--- config.mk ---
export PLATFORM = sky130hd
export DESIGN_NAME = can_frame_parser
export DESIGN_NICKNAME = d
export VERILOG_FILES = /design/src/rtl/can_parse_pkg.sv /design/src/rtl/can_bit_tracker.sv /design/src/rtl/can_field_decoder.sv /design/src/rtl/can_frame_parser.sv
export SDC_FILE = /design/constraint.sdc
export NUM_CORES = 1
export LEC_CHECK = 0
export BUFFER_PORTS_ARGS = -buffer_cell sky130_fd_sc_hd__buf_4
export CAP_MARGIN = 20
export CELL_PAD_IN_SITES_DETAIL_PLACEMENT = 1
export CELL_PAD_IN_SITES_GLOBAL_PLACEMENT = 1
export CORE_MARGIN = 10
export CORE_UTILIZATION = 37
export CTS_CLUSTER_SIZE = 16
export DETAILED_ROUTE_END_ITERATION = 10
export GPL_ROUTABILITY_DRIVEN = 0
export MAX_ROUTING_LAYER = met4
export PLACE_DENSITY = 0.74
export SYNTH_ARGS = -nofsm -noshare
export SYNTH_HDL_FRONTEND = slang
export SYNTH_SLANG_ARGS = --single-unit
--- constraint.sdc ---
create_clock -name clk -period 2.7 [get_ports clk]
set_clock_uncertainty 0.05 [all_clocks]
set_input_delay 0.405 -clock clk [delete_from_list [all_inputs] [get_ports clk]]
set_output_delay 0.405 -clock clk [all_outputs]
set_load 0.1 [all_outputs]
--- src/rtl/can_parse_pkg.sv ---
package can_parse_pkg;

    localparam int BASE_W    = 11;
    localparam int EXT_W     = 18;
    localparam int DLC_W     = 4;
    localparam int LEN_W     = 4;
    localparam int CRC_W     = 15;
    localparam int MAX_BYTES = 8;
    localparam int DATA_W    = MAX_BYTES * 8;
    localparam int POS_W     = 7;

    typedef logic [POS_W-1:0] pos_t;

    // head positions (de-stuffed bit index from start bit = 0)
    localparam pos_t P_BASE_FIRST  = 7'd1;
    localparam pos_t P_BASE_LAST   = 7'd11;
    localparam pos_t P_BIT12       = 7'd12;
    localparam pos_t P_IDE         = 7'd13;
    localparam pos_t P_STD_RB0     = 7'd14;
    localparam pos_t P_STD_DLC_END = 7'd18;
    localparam pos_t P_EXT_ID_LAST = 7'd31;
    localparam pos_t P_EXT_RTR     = 7'd32;
    localparam pos_t P_EXT_RB1     = 7'd33;
    localparam pos_t P_EXT_RB0     = 7'd34;
    localparam pos_t P_EXT_DLC_END = 7'd38;

    // tail offsets relative to the last data bit
    localparam pos_t T_CRC_LAST = 7'd15;
    localparam pos_t T_ACK_SLOT = 7'd17;
    localparam pos_t T_EOF_LAST = 7'd25;

    typedef struct packed {
        logic [BASE_W-1:0] base_id;
        logic [EXT_W-1:0]  ext_id;
        logic              ide;
        logic              rtr;
        logic              srr;
        logic              rb0;
        logic              rb1;
        logic [DLC_W-1:0]  dlc;
        logic [LEN_W-1:0]  data_len;
        logic [DATA_W-1:0] data;
        logic [CRC_W-1:0]  crc;
        logic              ack;
    } can_fields_t;

    function automatic logic [LEN_W-1:0] clamp_len(input logic [DLC_W-1:0] code,
                                                   input logic remote);
        if (remote)
            return '0;
        else if (code > 4'd8)
            return 4'd8;
        else
            return code;
    endfunction

    function automatic pos_t data_end_pos(input pos_t dlc_end,
                                          input logic [LEN_W-1:0] len);
        return dlc_end + {len, 3'b000};
    endfunction

endpackage

--- src/rtl/can_bit_tracker.sv ---
module can_bit_tracker
    import can_parse_pkg::*;
(
    input  logic clk,
    input  logic rst,
    input  logic bit_stb,
    input  logic bit_val,
    input  logic bit_stuff,
    input  logic bit_sof,
    input  logic frame_end,
    output logic start,
    output logic take,
    output pos_t pos,
    output logic sof_err,
    output logic frame_done
);
    logic active;
    logic real_bit;

    assign real_bit = bit_stb && !bit_stuff;
    assign start    = real_bit && bit_sof && !bit_val;
    assign take     = real_bit && active && !bit_sof;

    always_ff @(posedge clk) begin
        if (rst) begin
            active     <= 1'b0;
            pos        <= '0;
            sof_err    <= 1'b0;
            frame_done <= 1'b0;
        end else begin
            sof_err    <= real_bit && bit_sof && bit_val;
            frame_done <= take && frame_end;
            if (start) begin
                active <= 1'b1;
                pos    <= P_BASE_FIRST;
            end else if (real_bit && bit_sof) begin
                active <= 1'b0;
            end else if (take) begin
                pos <= pos + 7'd1;
                if (frame_end)
                    active <= 1'b0;
            end
        end
    end


    stuff_hold_chk: assert property (@(posedge clk) disable iff (rst)
        (bit_stb && bit_stuff) |=> ($stable(pos) && $stable(active)));


    sof_reject_chk: assert property (@(posedge clk) disable iff (rst)
        (real_bit && bit_sof && bit_val) |=> (sof_err && !active));


    done_pulse_chk: assert property (@(posedge clk) disable iff (rst)
        frame_done |=> !frame_done);


    done_idle_chk: assert property (@(posedge clk) disable iff (rst)
        frame_done |-> !active);

endmodule

--- src/rtl/can_field_decoder.sv ---
module can_field_decoder
    import can_parse_pkg::*;
(
    input  logic        clk,
    input  logic        rst,
    input  logic        start,
    input  logic        take,
    input  logic        bit_val,
    input  pos_t        pos,
    output can_fields_t fld,
    output logic        form_err,
    output logic        frame_end
);
    logic             bit12_q;
    logic             dlc_done_q;
    pos_t             last_q;
    pos_t             dlc_end;
    pos_t             toff;
    pos_t             rel;
    logic [DLC_W-1:0] dlc_next;
    logic [LEN_W-1:0] len_next;
    logic             in_data;
    logic             in_tail;

    always_comb begin
        dlc_end   = fld.ide ? P_EXT_DLC_END : P_STD_DLC_END;
        dlc_next  = {fld.dlc[DLC_W-2:0], bit_val};
        len_next  = clamp_len(dlc_next, fld.rtr);
        toff      = pos - last_q;
        rel       = pos - dlc_end - 7'd1;
        in_data   = dlc_done_q && (pos <= last_q);
        in_tail   = dlc_done_q && (pos > last_q);
        frame_end = take && in_tail && (toff == T_EOF_LAST);
    end

    always_ff @(posedge clk) begin
        if (rst || start) begin
            fld        <= '0;
            bit12_q    <= 1'b0;
            dlc_done_q <= 1'b0;
            last_q     <= '0;
            form_err   <= 1'b0;
        end else if (take) begin
            if (pos <= P_BASE_LAST) begin
                fld.base_id <= {fld.base_id[BASE_W-2:0], bit_val};
            end else if (pos == P_BIT12) begin
                bit12_q <= bit_val;
            end else if (pos == P_IDE) begin
                fld.ide <= bit_val;
                if (bit_val)
                    fld.srr <= bit12_q;
                else
                    fld.rtr <= bit12_q;
            end else if (!dlc_done_q) begin
                if (!fld.ide) begin
                    if (pos == P_STD_RB0)
                        fld.rb0 <= bit_val;
                    else
                        fld.dlc <= dlc_next;
                end else begin
                    if (pos <= P_EXT_ID_LAST)
                        fld.ext_id <= {fld.ext_id[EXT_W-2:0], bit_val};
                    else if (pos == P_EXT_RTR)
                        fld.rtr <= bit_val;
                    else if (pos == P_EXT_RB1)
                        fld.rb1 <= bit_val;
                    else if (pos == P_EXT_RB0)
                        fld.rb0 <= bit_val;
                    else
                        fld.dlc <= dlc_next;
                end
                if (pos == dlc_end) begin
                    dlc_done_q   <= 1'b1;
                    fld.data_len <= len_next;
                    last_q       <= data_end_pos(dlc_end, len_next);
                end
            end else if (in_data) begin
                fld.data[{rel[5:3], ~rel[2:0]}] <= bit_val;
            end else begin
                if (toff <= T_CRC_LAST)
                    fld.crc <= {fld.crc[CRC_W-2:0], bit_val};
                else if (toff == T_ACK_SLOT)
                    fld.ack <= !bit_val;
                else if (!bit_val)
                    form_err <= 1'b1;
            end
        end
    end


    len_cap_chk: assert property (@(posedge clk) disable iff (rst)
        fld.data_len <= 4'd8);


    remote_len_chk: assert property (@(posedge clk) disable iff (rst)
        (dlc_done_q && fld.rtr) |-> (fld.data_len == 4'd0));


    data_index_chk: assert property (@(posedge clk) disable iff (rst)
        (take && in_data) |-> !rel[6]);


    form_sticky_chk: assert property (@(posedge clk) disable iff (rst)
        (form_err && !start) |=> form_err);

endmodule

--- src/rtl/can_frame_parser.sv ---
module can_frame_parser
    import can_parse_pkg::*;
(
    input  logic                    clk,
    input  logic                    rst,
    input  logic                    bit_stb,
    input  logic                    bit_val,
    input  logic                    bit_stuff,
    input  logic                    bit_sof,
    output logic [BASE_W-1:0]       base_id,
    output logic [EXT_W-1:0]        ext_id,
    output logic [BASE_W+EXT_W-1:0] full_id,
    output logic                    ide,
    output logic                    rtr,
    output logic                    srr,
    output logic                    rb0,
    output logic                    rb1,
    output logic [DLC_W-1:0]        dlc,
    output logic [LEN_W-1:0]        data_len,
    output logic [DATA_W-1:0]       data_out,
    output logic [CRC_W-1:0]        crc_seq,
    output logic                    ack,
    output logic                    sof_err,
    output logic                    form_err,
    output logic                    frame_done
);
    logic        start;
    logic        take;
    logic        frame_end;
    pos_t        pos;
    can_fields_t fld;

    can_bit_tracker u_track (
        .clk        (clk),
        .rst        (rst),
        .bit_stb    (bit_stb),
        .bit_val    (bit_val),
        .bit_stuff  (bit_stuff),
        .bit_sof    (bit_sof),
        .frame_end  (frame_end),
        .start      (start),
        .take       (take),
        .pos        (pos),
        .sof_err    (sof_err),
        .frame_done (frame_done)
    );

    can_field_decoder u_dec (
        .clk       (clk),
        .rst       (rst),
        .start     (start),
        .take      (take),
        .bit_val   (bit_val),
        .pos       (pos),
        .fld       (fld),
        .form_err  (form_err),
        .frame_end (frame_end)
    );

    assign base_id  = fld.base_id;
    assign ext_id   = fld.ext_id;
    assign full_id  = {fld.base_id, fld.ext_id};
    assign ide      = fld.ide;
    assign rtr      = fld.rtr;
    assign srr      = fld.srr;
    assign rb0      = fld.rb0;
    assign rb1      = fld.rb1;
    assign dlc      = fld.dlc;
    assign data_len = fld.data_len;
    assign data_out = fld.data;
    assign crc_seq  = fld.crc;
    assign ack      = fld.ack;

endmodule

Yosys cells after proc, flatten, opt, wreduce, memory -nomap -nowiden:

Index checks and enable logic that the tools add are counted.

* flip-flop bits (word level): 142
* ROM bits: 0
* word-level logic and storage cells: 138
* latch bits: 0
* output and inout bits: 154
* input port bits: 6
* memories: 0
* RAM bits: 0

* div/mod/pow operators: 0
* mux-type cells: 32
* multiply operators: 0
* order comparisons: 8
* reductions and logical operators: 41
* $add $sub $neg: 5
* bitwise gates (word level): 12
* equal/unequal tests: 19
* shift-type cells: 0

Operators by type and width (number)
* 64-bit bitwise mux: 1
* 4-bit 2-to-1 mux: 6
* 7-bit by 4-bit == test with 1-bit output (second input constant): 3
* 7-bit by 6-bit == test with 1-bit output (second input constant): 3
* 1-bit 2-to-1 mux: 21
* 10-bit AND reduction: 2
* 6-bit 2-to-1 mux: 3
* 9-bit AND reduction: 2
* 8-bit AND reduction: 2
* 7-bit by 5-bit == test with 1-bit output (second input constant): 2
* 7-bit by 4-bit <= comparator with 1-bit output (second input constant): 2
* 2-bit inequality test (second input constant): 7
* 7-bit AND reduction: 2
* 1-bit logical AND: 12
* 6-bit AND reduction: 2
* 1-bit inverter: 11
* 2-bit AND reduction: 4
* 4-bit AND reduction: 2
* 2-bit nonzero test: 4
* 7-bit by 1-bit adder with 7-bit output (second input constant): 1
* 7-bit adder: 1
* 7-bit by 6-bit == test with 1-bit output: 1
* 7-bit greater-than comparator: 1
* 7-bit by 5-bit <= comparator with 1-bit output (second input constant): 1
* other kinds (16): 21

Longest topological paths before layout:

Gate-level depths: netlist (run 1).

* depth in word-level cells: 10
* gate-level depth with buffers: 11
* depth with buffers taken out: 9

Cells and area by module:

A second synthesis (run 1) with hierarchy kept.

* cells, all modules: 689
* area total of the unflattened synthesis: 6488.7 µm²

By module, submodules not included
* can_field_decoder: instances 1, cells each 611, seq. area each 2602.5 µm², area an instance 5815.6 µm²
* can_bit_tracker: instances 1, cells each 49, seq. area each 200.2 µm², area an instance 455.4 µm²
* can_frame_parser: instances 1, cells each 29, seq. area each 0.0 µm², area an instance 217.7 µm²

Least setup slack after synthesis (run 1):

Ideal clock, no wire load.

* path type: reg2reg
* from: register, netlist name u_dec.fld[92]
* to: register, netlist name u_dec.fld[24]
* library setup time: 132 ps
* slack: -590 ps
* path buffers: 2
* arrival time: 3108 ps
* stages on the path, launching flop included: 10
* required time: 2518 ps
* clock period less this slack: 3290 ps
* cell sequence: dfxtp_1 > inv_1 > ha_1 > clkbuf_1 > a311o_1 > a211oi_1 > o211a_1 > buf_2 > nand4_1 > mux2i_1

* word-level cells in the longest chain between the ends: 9
* elaborated cells on any way between the ends: 10
* classes of those cells: 2 x add/sub; 2 x order compare; 4 x mux; 1 x bitwise; 1 x reduce/logical

Ends and longest elaborated chain
* 6-bit 2-to-1 mux *: RTL line can_field_decoder.sv:26 `dlc_end = fld.ide ? P_EXT_DLC_END : P_STD_DLC_END;`
* 6-bit subtractor *: RTL line can_field_decoder.sv:30 `rel = pos - dlc_end - 7'd1;`
* 6-bit by 1-bit subtractor with 6-bit output *: RTL line can_field_decoder.sv:30
* 3-bit inverter: RTL line can_field_decoder.sv:78 `fld.data[{rel[5:3], ~rel[2:0]}] <= bit_val;`
* 6-bit by 7-bit < comparator with 1-bit output (not written as such) or 6-bit by 1-bit greater-or-equal comparator with 1-bit output (tied branches): RTL line can_field_decoder.sv:78
* 1-bit logical AND (not written as such): RTL line can_field_decoder.sv:78
* 1-bit 2-to-1 mux (not written as such): RTL line can_field_decoder.sv:78
* 1-bit demux with 6-bit select *
* 64-bit bitwise mux *: RTL line can_field_decoder.sv:78

Mark *: on every way between the ends. The rest lies on a longest branch, timed or not.
A chain may end at the register's enable or synchronous reset.

Worst setup path after layout (run 1):

* from: register u_track.pos[1]
* to: register, netlist name u_dec.fld[39]

* word-level cells in the longest chain between the ends: 8
* elaborated cells on any way between the ends: 18
* classes of those cells: 2 x add/sub; 4 x order compare; 2 x eq/ne; 3 x mux; 4 x bitwise; 3 x reduce/logical

Ends and longest elaborated chain
* from (decl): RTL line can_bit_tracker.sv:13 `output pos_t pos,`
* from (signal assigned): RTL line can_bit_tracker.sv:39 `pos <= pos + 7'd1;`
* 6-bit subtractor: RTL line can_field_decoder.sv:30
* 6-bit by 1-bit subtractor with 6-bit output: RTL line can_field_decoder.sv:30
* 3-bit inverter: RTL line can_field_decoder.sv:78
* 6-bit by 7-bit < comparator with 1-bit output (not written as such) or 6-bit by 1-bit greater-or-equal comparator with 1-bit output (tied branches): RTL line can_field_decoder.sv:78
* 1-bit logical AND (not written as such): RTL line can_field_decoder.sv:78
* 1-bit 2-to-1 mux (not written as such): RTL line can_field_decoder.sv:78
* 1-bit demux with 6-bit select
* 64-bit bitwise mux: RTL line can_field_decoder.sv:78

Several ways; a longest one is shown, not always the timed one.

==> flow_summary.json, run 1 <==
{
  "status": "finished clean",
  "synth_edf_count": 0,
  "synth_cell_type_count": 58,
  "fin_setup_tns_ns": 0,
  "power_switching_mw": 1.05,
  "synth_area_leaders": "dfxtp_1 41%, mux2i_1 16%, nand2_1 4.4%, nand4_1 4.2%, nand3_1 3.9%",
  "cts_buffers": 17,
  "start_util_pct": 37.9,
  "antenna_found_initial": 0,
  "core_sq_mm": 0.0181,
  "die_w_um": 156,
  "critPathMaxFanout": 8,
  "final_max_slew_viol_count": 0,
  "rsz0062_at_grt": "true",
  "min_path_type": "input pin to flop",
  "cp.arrival_ns": 2.91,
  "critPathRequiredTime_ns": 2.95,
  "p_leak_nw": 4.04,
  "pwr-share-comb_pct": 2.8,
  "power.density_mw_per_mm2": 505,
  "cp-startpoint": "u_track.pos[1]",
  "path_clk_slew_ns": 0.06,
  "wl_mm": 22.0,
  "hold_depth": 2,
  "p_total_mw": 4.63,
  "grt_use_total_pct": 17.7,
  "clock_latency_ns": 0.42,
  "drc_errors": 0,
  "setup_viol": 0,
  "synth_seq_cells": 140,
  "regToRegStartpoint": "u_track.pos[1]",
  "synth_most_common_cell": "dfxtp_1",
  "area_growth_pct": 33.1,
  "synthTopCellsByCount": "140 x dfxtp_1, 107 x mux2i_1, 81 x nand2_1, 54 x nand3_1, 54 x nor2_1",
  "rows": 49,
  "drv_cap": 0,
  "n_fill_cell": 2090,
  "p_clk_share_pct": 52.5,
  "regArea_sq_mm": 0.00281,
  "ff2ff_path_depth": 10,
  "io_buffers": 159,
  "viasPerCell": 5.39,
  "cts-hold-fix-buffers": 0,
  "fmax_mhz": 376,
  "synthArstFlopShare_pct": 0,
  "vias": 6137,
  "ant_nets": 0,
  "dieArea_sq_mm": 0.0245,
  "ys_warn_count": 0,
  "multiInputGateArea_sq_mm": 0.00369,
  "reg2reg_to": "u_dec.fld[39]",
  "ir_drop_uv": 398,
  "period_share_pct": 98.4,
  "worstSetupPathType": "flop to flop",
  "ctsLongestPathBuffers": 2,
  "yosys.area.top_type": "dfxtp_1",
  "rrSetupSlack_ns": 0.04,
  "ys.flop_type": "dfxtp_1",
  "overflow": 0,
  "fin_crit_ns": 2.66,
  "internal_power_mw": 3.58,
  "htreeDepth": 4,
  "cts_tree": "built",
  "tightest_slew_ns": 0.644,
  "final_hold_viol_count": 0,
  "yosys.area.top_type_share_pct": 40.7,
  "synth_sequential_area_ratio_pct": 40.7,
  "slew_headroom_pct": 57.0,
  "num_io_pins": 160,
  "fin_nets": 919,
  "grt_pass1_vias": 6163,
  "netlist_instances": 756,
  "avgSynthCellArea_sq_um": 9.11,
  "dp.final_hpwl_mm": 15.1,
  "synth_area_sq_mm": 0.00689,
  "diodes": 0,
  "power_frac_seq_pct": 44.7,
  "post_drt_wl_per_cell_um": 19.3,
  "critPathLaunchType": "flop",
  "drive_gt1_share_pct": 31.4,
  "crit_path_end_kind": "flop",
  "cts_root_buf": "clkbuf_16",
  "grt_pass1_wl_mm": 34.1,
  "syn_nets": 777,
  "p_sw_share_pct": 22.7,
  "initialDrtViolationCount": 291,
  "grt_max_degree": 60,
  "die_h_um": 156,
  "clkSinkCount": 140,
  "dr.pass1.iters": 4,
  "min_from": "rst",
  "worstHoldEndpoint": "u_track.frame_done"
}
[repair_timing]
action,4_1_cts,5_1_grt
endpoints found under the setup margin,16,67
buffers inserted,1,2
pin swaps,2,6
resized for setup,5,21
gates cloned,1,0
[how the worst max path moves through the flow]
| stage | cells past startpoint | to | slack (ns) |
|---|---|---|---|
| final | 10 | u_dec.fld[39] | 0.04 |
| after global routing | 10 | u_dec.fld[50] | -0.08 |
| after CTS | 10 | u_dec.form_err | 0.004 |
| after detailed placement | 10 | u_dec.fld[39] | -0.05 |
| after global placement | 10 | u_dec.fld[79] | 0.02 |
| after floorplan | 10 | u_dec.fld[57] | 0.006 |
[registers in the layout, indices dropped and copies added (netlist names)]
signal	count
u_track.active	1
u_track.frame_done	1
u_dec.form_err	1
u_dec.fld	122
u_track.sof_err	1
u_track.pos	7
u_dec.bit12_q	1
u_dec.last_q	5
u_dec.dlc_done_q	1
[logic make-up after synthesis]
group	synth area share (%)
buffers and inverters	7.81
adder cells (fa/ha/maj)	2.94
multiplexers	15.6
XOR/XNOR	1.65
flip-flops	40.7
AO/OA/AOI/OAI	9.43
AND/OR/NAND/NOR	21.9
[placed cells by master (no fill, tap or decap), types with 9 or more instances in the layout]
master,instances
ha_1,12
nand2_1,80
mux2i_1,107
o31ai_1,17
nor2_1,53
inv_1,9
a21oi_1,29
nand4_1,46
clkbuf_16,18
nand3_1,48
dfxtp_1,136
buf_4,202
[metal layers]
| layer | track usage, % | vias to the layer above | part of all wire (%) |
|---|---|---|---|
| met1 | 20.9 | 3018 | 44 |
| li1 | - | 2957 | - |
| met5 | - | - | 0 |
| met3 | 4.08 | 27 | 4.5 |
| met4 | 6.29 | 0 | 1.8 |
| met2 | 28.9 | 135 | 50 |
[power by group through the flow]
stage / clock (mW) / sequential, mW / combinational, mW
after floorplan: 0 / 2.12 / 0.0787
after global placement: 0 / 2.11 / 0.128
after detailed placement: 0 / 2.11 / 0.129
after CTS: 2.48 / 2.07 / 0.130
after global routing: 2.57 / 2.07 / 0.141
final: 2.43 / 2.07 / 0.130
[cell type report]
type	instances	area share, %
Inverter	11	0.450
Clock buffer	20	5.21
Sequential cell	140	30.7
Multi-Input combinational cell	514	40.3
Timing Repair Buffer	214	18.8
Clock inverter	11	1.43
Tap cell	229	3.13
[critical path, cell delays in order (launching register included)]
cell,delay (ns)
dfxtp_2,0.33
inv_2,0.07
ha_4,0.14
inv_2,0.04
fa_2,0.35
a211o_1,0.33
a311o_4,0.45
buf_8,0.17
a211oi_4,0.34
nand3_2,0.14
mux2i_1,0.14
[metrics by stage]
step | util [%] | cells | instance area, sq um | hold slack (ns) | setup WS (ns)
finish | 50.5 | 1139 | 9170 | 0.181 | 0.0424
global route | 50.5 | 1139 | 9170 | 0.176 | -0.0762
CTS | 49.9 | 1137 | 9060 | 0.168 | 0.00400
detailed placement | 46.3 | 1104 | 8410 | 0.405 | -0.0524
global placement | 46.3 | 1104 | 8410 | 0.396 | 0.0174
floorplan | - | 756 | 6890 | 0.395 | 0.00576
Note: power is estimated with default switching activity, not from simulation.
==> inputs of run 2 (changes only) <==
--- a/config.mk
+++ b/config.mk
@@ -5,17 +5,18 @@
 export SDC_FILE = /design/constraint.sdc
 export NUM_CORES = 1
 export LEC_CHECK = 0
+export ABC_AREA = 1
 export BUFFER_PORTS_ARGS = -buffer_cell sky130_fd_sc_hd__buf_4
 export CAP_MARGIN = 20
 export CELL_PAD_IN_SITES_DETAIL_PLACEMENT = 1
 export CELL_PAD_IN_SITES_GLOBAL_PLACEMENT = 1
 export CORE_MARGIN = 10
-export CORE_UTILIZATION = 37
+export CORE_UTILIZATION = 34
 export CTS_CLUSTER_SIZE = 16
 export DETAILED_ROUTE_END_ITERATION = 10
 export GPL_ROUTABILITY_DRIVEN = 0
 export MAX_ROUTING_LAYER = met4
-export PLACE_DENSITY = 0.74
+export PLACE_DENSITY = 0.73
 export SYNTH_ARGS = -nofsm -noshare
 export SYNTH_HDL_FRONTEND = slang
 export SYNTH_SLANG_ARGS = --single-unit
==> run 2 against run 1 <==
Compared with the run above:
- first-iteration DRC count up 13%
- sequential share of layout area is 0.60 points higher
- largest power group unchanged
- critical path depth is 4 higher
- sequential power barely moved
- die area up 11%
- via count rose by 13%
==> flow_summary.json, run 2 <==
{
  "status": "finished clean",
  "vias": 6950,
  "core_sq_mm": 0.0204,
  "synth_top_family_by_area": "simple AND/OR/NAND/NOR gates",
  "die_h_um": 164,
  "drv_cap": 0,
  "synth_cell_type_count": 36,
  "grt_pass1_wl_mm": 36.3,
  "final_area_sq_mm": 0.00898,
  "dieArea_sq_mm": 0.0270,
  "die_w_um": 164,
  "drc_errors": 0,
  "fin_setup_tns_ns": 0,
  "hold_depth": 2,
  "synth_mux_area_share_pct": 0,
  "layout_common_cells": "216 x nand2_1, 190 x nor2_1, 179 x buf_4, 138 x dfxtp_1, 124 x inv_1",
  "dr.pass1.iters": 4,
  "dp.final_hpwl_mm": 16.1,
  "final_common_cell": "nand2_1",
  "drive_gt1_share_pct": 22.1,
  "tightest_slew_ns": 0.729,
  "wl_mm": 22.4,
  "rrSetupSlack_ns": 0.22,
  "ir_drop_uv": 400,
  "post_drt_wl_per_cell_um": 15.4,
  "fin_nets": 1199,
  "cts_buffers": 17,
  "viasPerCell": 4.76,
  "ff2ff_path_depth": 14,
  "cts_tree": "built",
  "synth_area_leaders": "dfxtp_1 40%, nand2_1 11%, nor2_1 10%, inv_1 6.6%, nand3_1 5.6%",
  "crit_path_end_kind": "flop",
  "worstSetupPathDepth": 14,
  "fin_crit_ns": 2.48,
  "n_fill_cell": 2629,
  "io_buffers": 159,
  "reg_top3": "u_dec.fld x122, u_track.pos x7, u_dec.last_q x5",
  "reg2reg_to": "u_dec.fld[25]",
  "final_hold_viol_count": 0,
  "yosys.area_share.simple_pct": 33.4,
  "critPathMaxFanout": 38,
  "ctsLongestPathBuffers": 2,
  "busiest_layer": "met2",
  "netlist_instances": 1048,
  "worstHoldEndpoint": "u_track.active",
  "area_growth_pct": 26.6,
  "dp_slack_ns": 0.196,
  "place_area_sq_mm": 0.00837,
  "use_met3_pct": 3.66,
  "setup_ws_ns": 0.223,
  "synthArstFlopShare_pct": 0,
  "min_path_type": "input pin to flop",
  "cp_slowest_cell": "fa_1",
  "overflow": 0,
  "synth_edf_count": 0,
  "yosys.area.top_type_share_pct": 39.5,
  "synth_area_sq_mm": 0.00709,
  "synth_adder_area_share_pct": 2.86,
  "cts-hold-fix-buffers": 0,
  "synth_sequential_area_ratio_pct": 39.5,
  "synth_seq_cells": 140,
  "clock_latency_ns": 0.42,
  "start_util_pct": 34.8,
  "rsz0062_at_grt": "false",
  "critPathLaunchType": "flop",
  "fmax_mhz": 404,
  "regToRegStartpoint": "u_track.pos[1]",
  "htreeDepth": 4,
  "p_leak_nw": 4.31,
  "largest_reg_flops": 122,
  "power.density_mw_per_mm2": 497,
  "worstSetupPathType": "flop to flop",
  "rows": 52,
  "diodes": 0,
  "crit_family": "simple AND/OR/NAND/NOR gates",
  "antenna_found_initial": 0,
  "path_clk_slew_ns": 0.06,
  "syn_nets": 1069,
  "cp_common_cell": "inv_1",
  "synthXorXnorAreaFrac_pct": 1.20,
  "initialDrtViolationCount": 329,
  "slowest_delay_ns": 0.42,
  "synth_most_common_cell": "nand2_1",
  "synthTopCellsByCount": "216 x nand2_1, 192 x nor2_1, 140 x dfxtp_1, 124 x inv_1, 79 x nand3_1",
  "setup_viol": 0,
  "final_max_slew_viol_count": 0,
  "crit_chain": "inv_1 > ha_1 > inv_1 > fa_1 > inv_1 > nor3_1 > nor2_1 > nor2_4 > nor2_4 > buf_12 > nand3_1 > nand2_1 > nand2_1 > nor2_1",
  "min_from": "rst",
  "ys.flop_type": "dfxtp_1",
  "avgSynthCellArea_sq_um": 6.77,
  "critPathRequiredTime_ns": 3.00,
  "grt_max_degree": 76,
  "cp.arrival_ns": 2.78,
  "slew_headroom_pct": 51.1,
  "largest_register": "u_dec.fld",
  "cts_root_buf": "clkbuf_16",
  "period_share_pct": 91.7,
  "clkSinkCount": 140,
  "yosys.area.top_type": "dfxtp_1",
  "ant_nets": 0,
  "grt_pass1_vias": 7258,
  "grt_util_met2_pct": 26.9,
  "synth_compound_area_share_pct": 9.33,
  "critPathBufInv": 4,
  "use_met1_pct": 21.3,
  "grt_use_total_pct": 16.9,
  "num_io_pins": 160,
  "ys_warn_count": 0
}
-- run 2: cell count changes after synthesis, moves of 10 or more --
cell / before / now
nand4_1: 46 / 17
o21ai_0: 3 / 39
a21oi_1: 30 / 59
o31ai_1: 17 / 0
nor2_1: 54 / 192
nand3_1: 54 / 79
clkbuf_1: 44 / 16
o21ai_1: 1 / 14
nor2_4: 0 / 12
a31oi_1: 1 / 11
inv_1: 11 / 124
nand2_1: 81 / 216
mux2i_1: 107 / 0
-- run 2: metrics by stage --
step                power (mW)  util (%)  cells  hold slack [ns]
finish                    4.46      44.1   1461            0.138
global route              4.64      44.1   1461            0.128
CTS                       4.53      43.8   1457            0.117
detailed placement        2.26      41.1   1425            0.391
global placement          2.26      41.1   1425            0.383
floorplan                 2.21         -   1048            0.383
-- run 2: repair_timing --
action / in CTS / in global routing
resized for setup: 0 / 3
buffers inserted: 0 / 3
endpoints found under the setup margin: 0 / 42
-- run 2: power by group --
group	internal [mW]	leakage (nW)	total (mW)	switching (mW)
sequential	2.07	1.13	2.07	0.00299
clock	1.21	0.260	2.25	1.04
combinational	0.0339	2.92	0.142	0.108
-- run 2: per-layer routing --
metal,up-vias,routed length [um]
met4,0,92
li1,3520,-
met2,150,10400
met5,-,0
met3,6,1300
met1,3274,10600
-- run 2: cell families after synthesis --
kind of cell	after synthesis
AND/OR/NAND/NOR	547
buffers and inverters	211
flip-flops	140
AO/OA/AOI/OAI	127
adder cells (fa/ha/maj)	15
XOR/XNOR	8
-- run 2: worst max path at each step --
| stage | startpoint | to | slack [ns] |
|---|---|---|---|
| 3_5_place_dp | u_track.pos[1] | u_dec.fld[7] | 0.20 |
| 5_1_grt | u_track.pos[1] | u_dec.fld[29] | 0.007 |
| 6_report | u_track.pos[1] | u_dec.fld[25] | 0.22 |
| 2_1_floorplan | u_dec.fld[92] | u_dec.fld[48] | 0.04 |
| 4_1_cts | u_track.pos[1] | u_dec.fld[25] | 0.14 |
| 3_3_place_gp | u_track.pos[2] | u_dec.fld[31] | 0.26 |
-- run 2: layout make-up --
cell class	count	area [sq um]	share of cell area [%]
clock buffer	17	425	4.74
clock inverter	15	130	1.45
inverter	139	522	5.81
multi-input combinational	697	3330	37.1
sequential	140	2810	31.3
tap	270	338	3.76
timing repair buffer	183	1430	15.9
==> inputs of run 3 (changes only) <==
--- a/config.mk
+++ b/config.mk
@@ -10,11 +10,9 @@
 export CAP_MARGIN = 20
 export CELL_PAD_IN_SITES_DETAIL_PLACEMENT = 1
 export CELL_PAD_IN_SITES_GLOBAL_PLACEMENT = 1
-export CORE_MARGIN = 10
+export CORE_MARGIN = 2
 export CORE_UTILIZATION = 34
-export CTS_CLUSTER_SIZE = 16
 export DETAILED_ROUTE_END_ITERATION = 10
-export GPL_ROUTABILITY_DRIVEN = 0
 export MAX_ROUTING_LAYER = met4
 export PLACE_DENSITY = 0.73
 export SYNTH_ARGS = -nofsm -noshare
==> run 3 against run 2 <==
Compared with the run above:
- final area grew 0.22%
- critical path depth grew 1
- largest power group unchanged
- sequential power is essentially flat
- register-to-register slack is essentially flat
- utilization grew 0.098 points
==> flow_summary.json, run 3 (synthesized netlist as in run 2, its figures left out) <==
{
  "critPathRequiredTime_ns": 3.00,
  "n_fill_cell": 2619,
  "cts-hold-fix-buffers": 0,
  "antenna_found_initial": 0,
  "layout_common_cells": "216 x nand2_1, 191 x nor2_1, 177 x buf_4, 138 x dfxtp_1, 124 x inv_1",
  "fin_cells": 1461,
  "largest_reg_flops": 122,
  "hold_depth": 2,
  "dp.final_hpwl_mm": 14.8,
  "cp_slowest_cell": "fa_1",
  "largest_register": "u_dec.fld",
  "drv_cap": 0,
  "reg_top3": "u_dec.fld x122, u_track.pos x7, u_dec.last_q x5",
  "use_met1_pct": 25.9,
  "ff2ff_path_depth": 15,
  "viasPerCell": 4.79,
  "ctsLongestPathBuffers": 2,
  "fin_hold_ws_ns": 0.148,
  "final_common_cell": "nand2_1",
  "diodes": 0,
  "htreeDepth": 4,
  "overflow": 0,
  "critPathLaunchType": "flop",
  "grt_pass1_vias": 6883,
  "final_util_pct": 44.2,
  "fmax_mhz": 402,
  "post-place-cells": 1425,
  "dr.pass1.iters": 6,
  "p_leak_nw": 4.33,
  "slowest_delay_ns": 0.43,
  "ant_nets": 0,
  "setup_ws_ns": 0.211,
  "vias": 6993,
  "cp.arrival_ns": 2.79,
  "fin_nets": 1199,
  "area_growth_pct": 26.9,
  "grt_util_met2_pct": 32.1,
  "grt_pass1_wl_mm": 34.4,
  "cp_common_cell": "inv_1",
  "drc_errors": 0,
  "slew_headroom_pct": 52.7,
  "initialDrtViolationCount": 289,
  "tightest_slew_ns": 0.705,
  "rows": 52,
  "final_max_slew_viol_count": 0,
  "post_drt_wl_per_cell_um": 14.6,
  "min_path_type": "input pin to flop",
  "clkSinkCount": 140,
  "worstSetupPathType": "flop to flop",
  "fin_setup_tns_ns": 0,
  "die_h_um": 148,
  "grt_use_total_pct": 19.9,
  "critPathMaxFanout": 16,
  "rsz0062_at_grt": "false",
  "start_util_pct": 34.8,
  "clock_latency_ns": 0.42,
  "gp_congestion": 0.871,
  "power.density_mw_per_mm2": 496,
  "grt_max_degree": 66,
  "wl_mm": 21.3,
  "crit_path_end_kind": "flop",
  "cts_buffers": 17,
  "cts_tree": "built",
  "die_w_um": 148,
  "final_hold_viol_count": 0,
  "status": "finished clean",
  "num_io_pins": 160,
  "dp_slack_ns": 0.173,
  "crit_chain": "inv_1 > ha_1 > inv_1 > fa_1 > inv_1 > nor3_1 > nor2_1 > nor2_4 > nor2_4 > buf_12 > clkbuf_16 > nand3_1 > nand2_1 > nand2_1 > nor2_1",
  "path_clk_slew_ns": 0.06,
  "drive_gt1_share_pct": 21.7,
  "busiest_layer": "met2",
  "core_sq_mm": 0.0204,
  "io_buffers": 159,
  "dieArea_sq_mm": 0.0220,
  "period_share_pct": 92.2,
  "fin_crit_ns": 2.49,
  "ir_drop_uv": 410,
  "cts_root_buf": "clkbuf_16",
  "setup_viol": 0,
  "use_met3_pct": 3.53
}
[run 3: worst paths after layout]
check	end	slack, ns	from
worst min register to register	u_dec.fld[88]	0.39	u_dec.fld[88]
worst min-delay path	u_track.active	0.15	rst
worst max-delay path	u_dec.fld[22]	0.21	u_track.pos[1]
worst max register to register	u_dec.fld[22]	0.21	u_track.pos[1]
[run 3: timing repair]
action	CTS	global route
buffers inserted	0	1
setup endpoints to repair	0	49
resized for setup	0	1
[run 3: critical path: cells and delay by family (launching register included)]
| kind | cells | cell delay [ns] |
|---|---|---|
| AND/OR/NAND/NOR | 8 | 0.81 |
| buffers and inverters | 5 | 0.61 |
| adder cells (fa/ha/maj) | 2 | 0.59 |
| flip-flops | 1 | 0.36 |
[run 3: report_power, final]
part | switching (mW) | internal (mW)
logic | 0.107 | 0.0298
clock network | 0.956 | 1.30
registers | 0.00336 | 2.07
total | 1.07 | 3.40
[run 3: final cells by class]
| type | instances | area (sq um) | share of cell area, % |
|---|---|---|---|
| clock buffer | 20 | 447 | 4.96 |
| clock inverter | 12 | 113 | 1.25 |
| inverter | 139 | 522 | 5.80 |
| multi-input combinational | 697 | 3330 | 36.9 |
| sequential | 140 | 2810 | 31.2 |
| tap | 270 | 338 | 3.75 |
| timing repair buffer | 183 | 1450 | 16.1 |
[run 3: routing by layer]
layer | vias to the layer above | wire length [um]
li1 | 3517 | -
met1 | 3321 | 10300
met2 | 138 | 9890
met3 | 17 | 890
met4 | 0 | 230
met5 | - | 0
[run 3: per-stage QoR]
step	power [mW]	instance area, sq um
2_1_floorplan	2.21	7100
3_5_place_dp	2.25	8360
5_1_grt	4.63	9000
3_3_place_gp	2.25	8360
6_report	4.46	9000
4_1_cts	4.52	8920
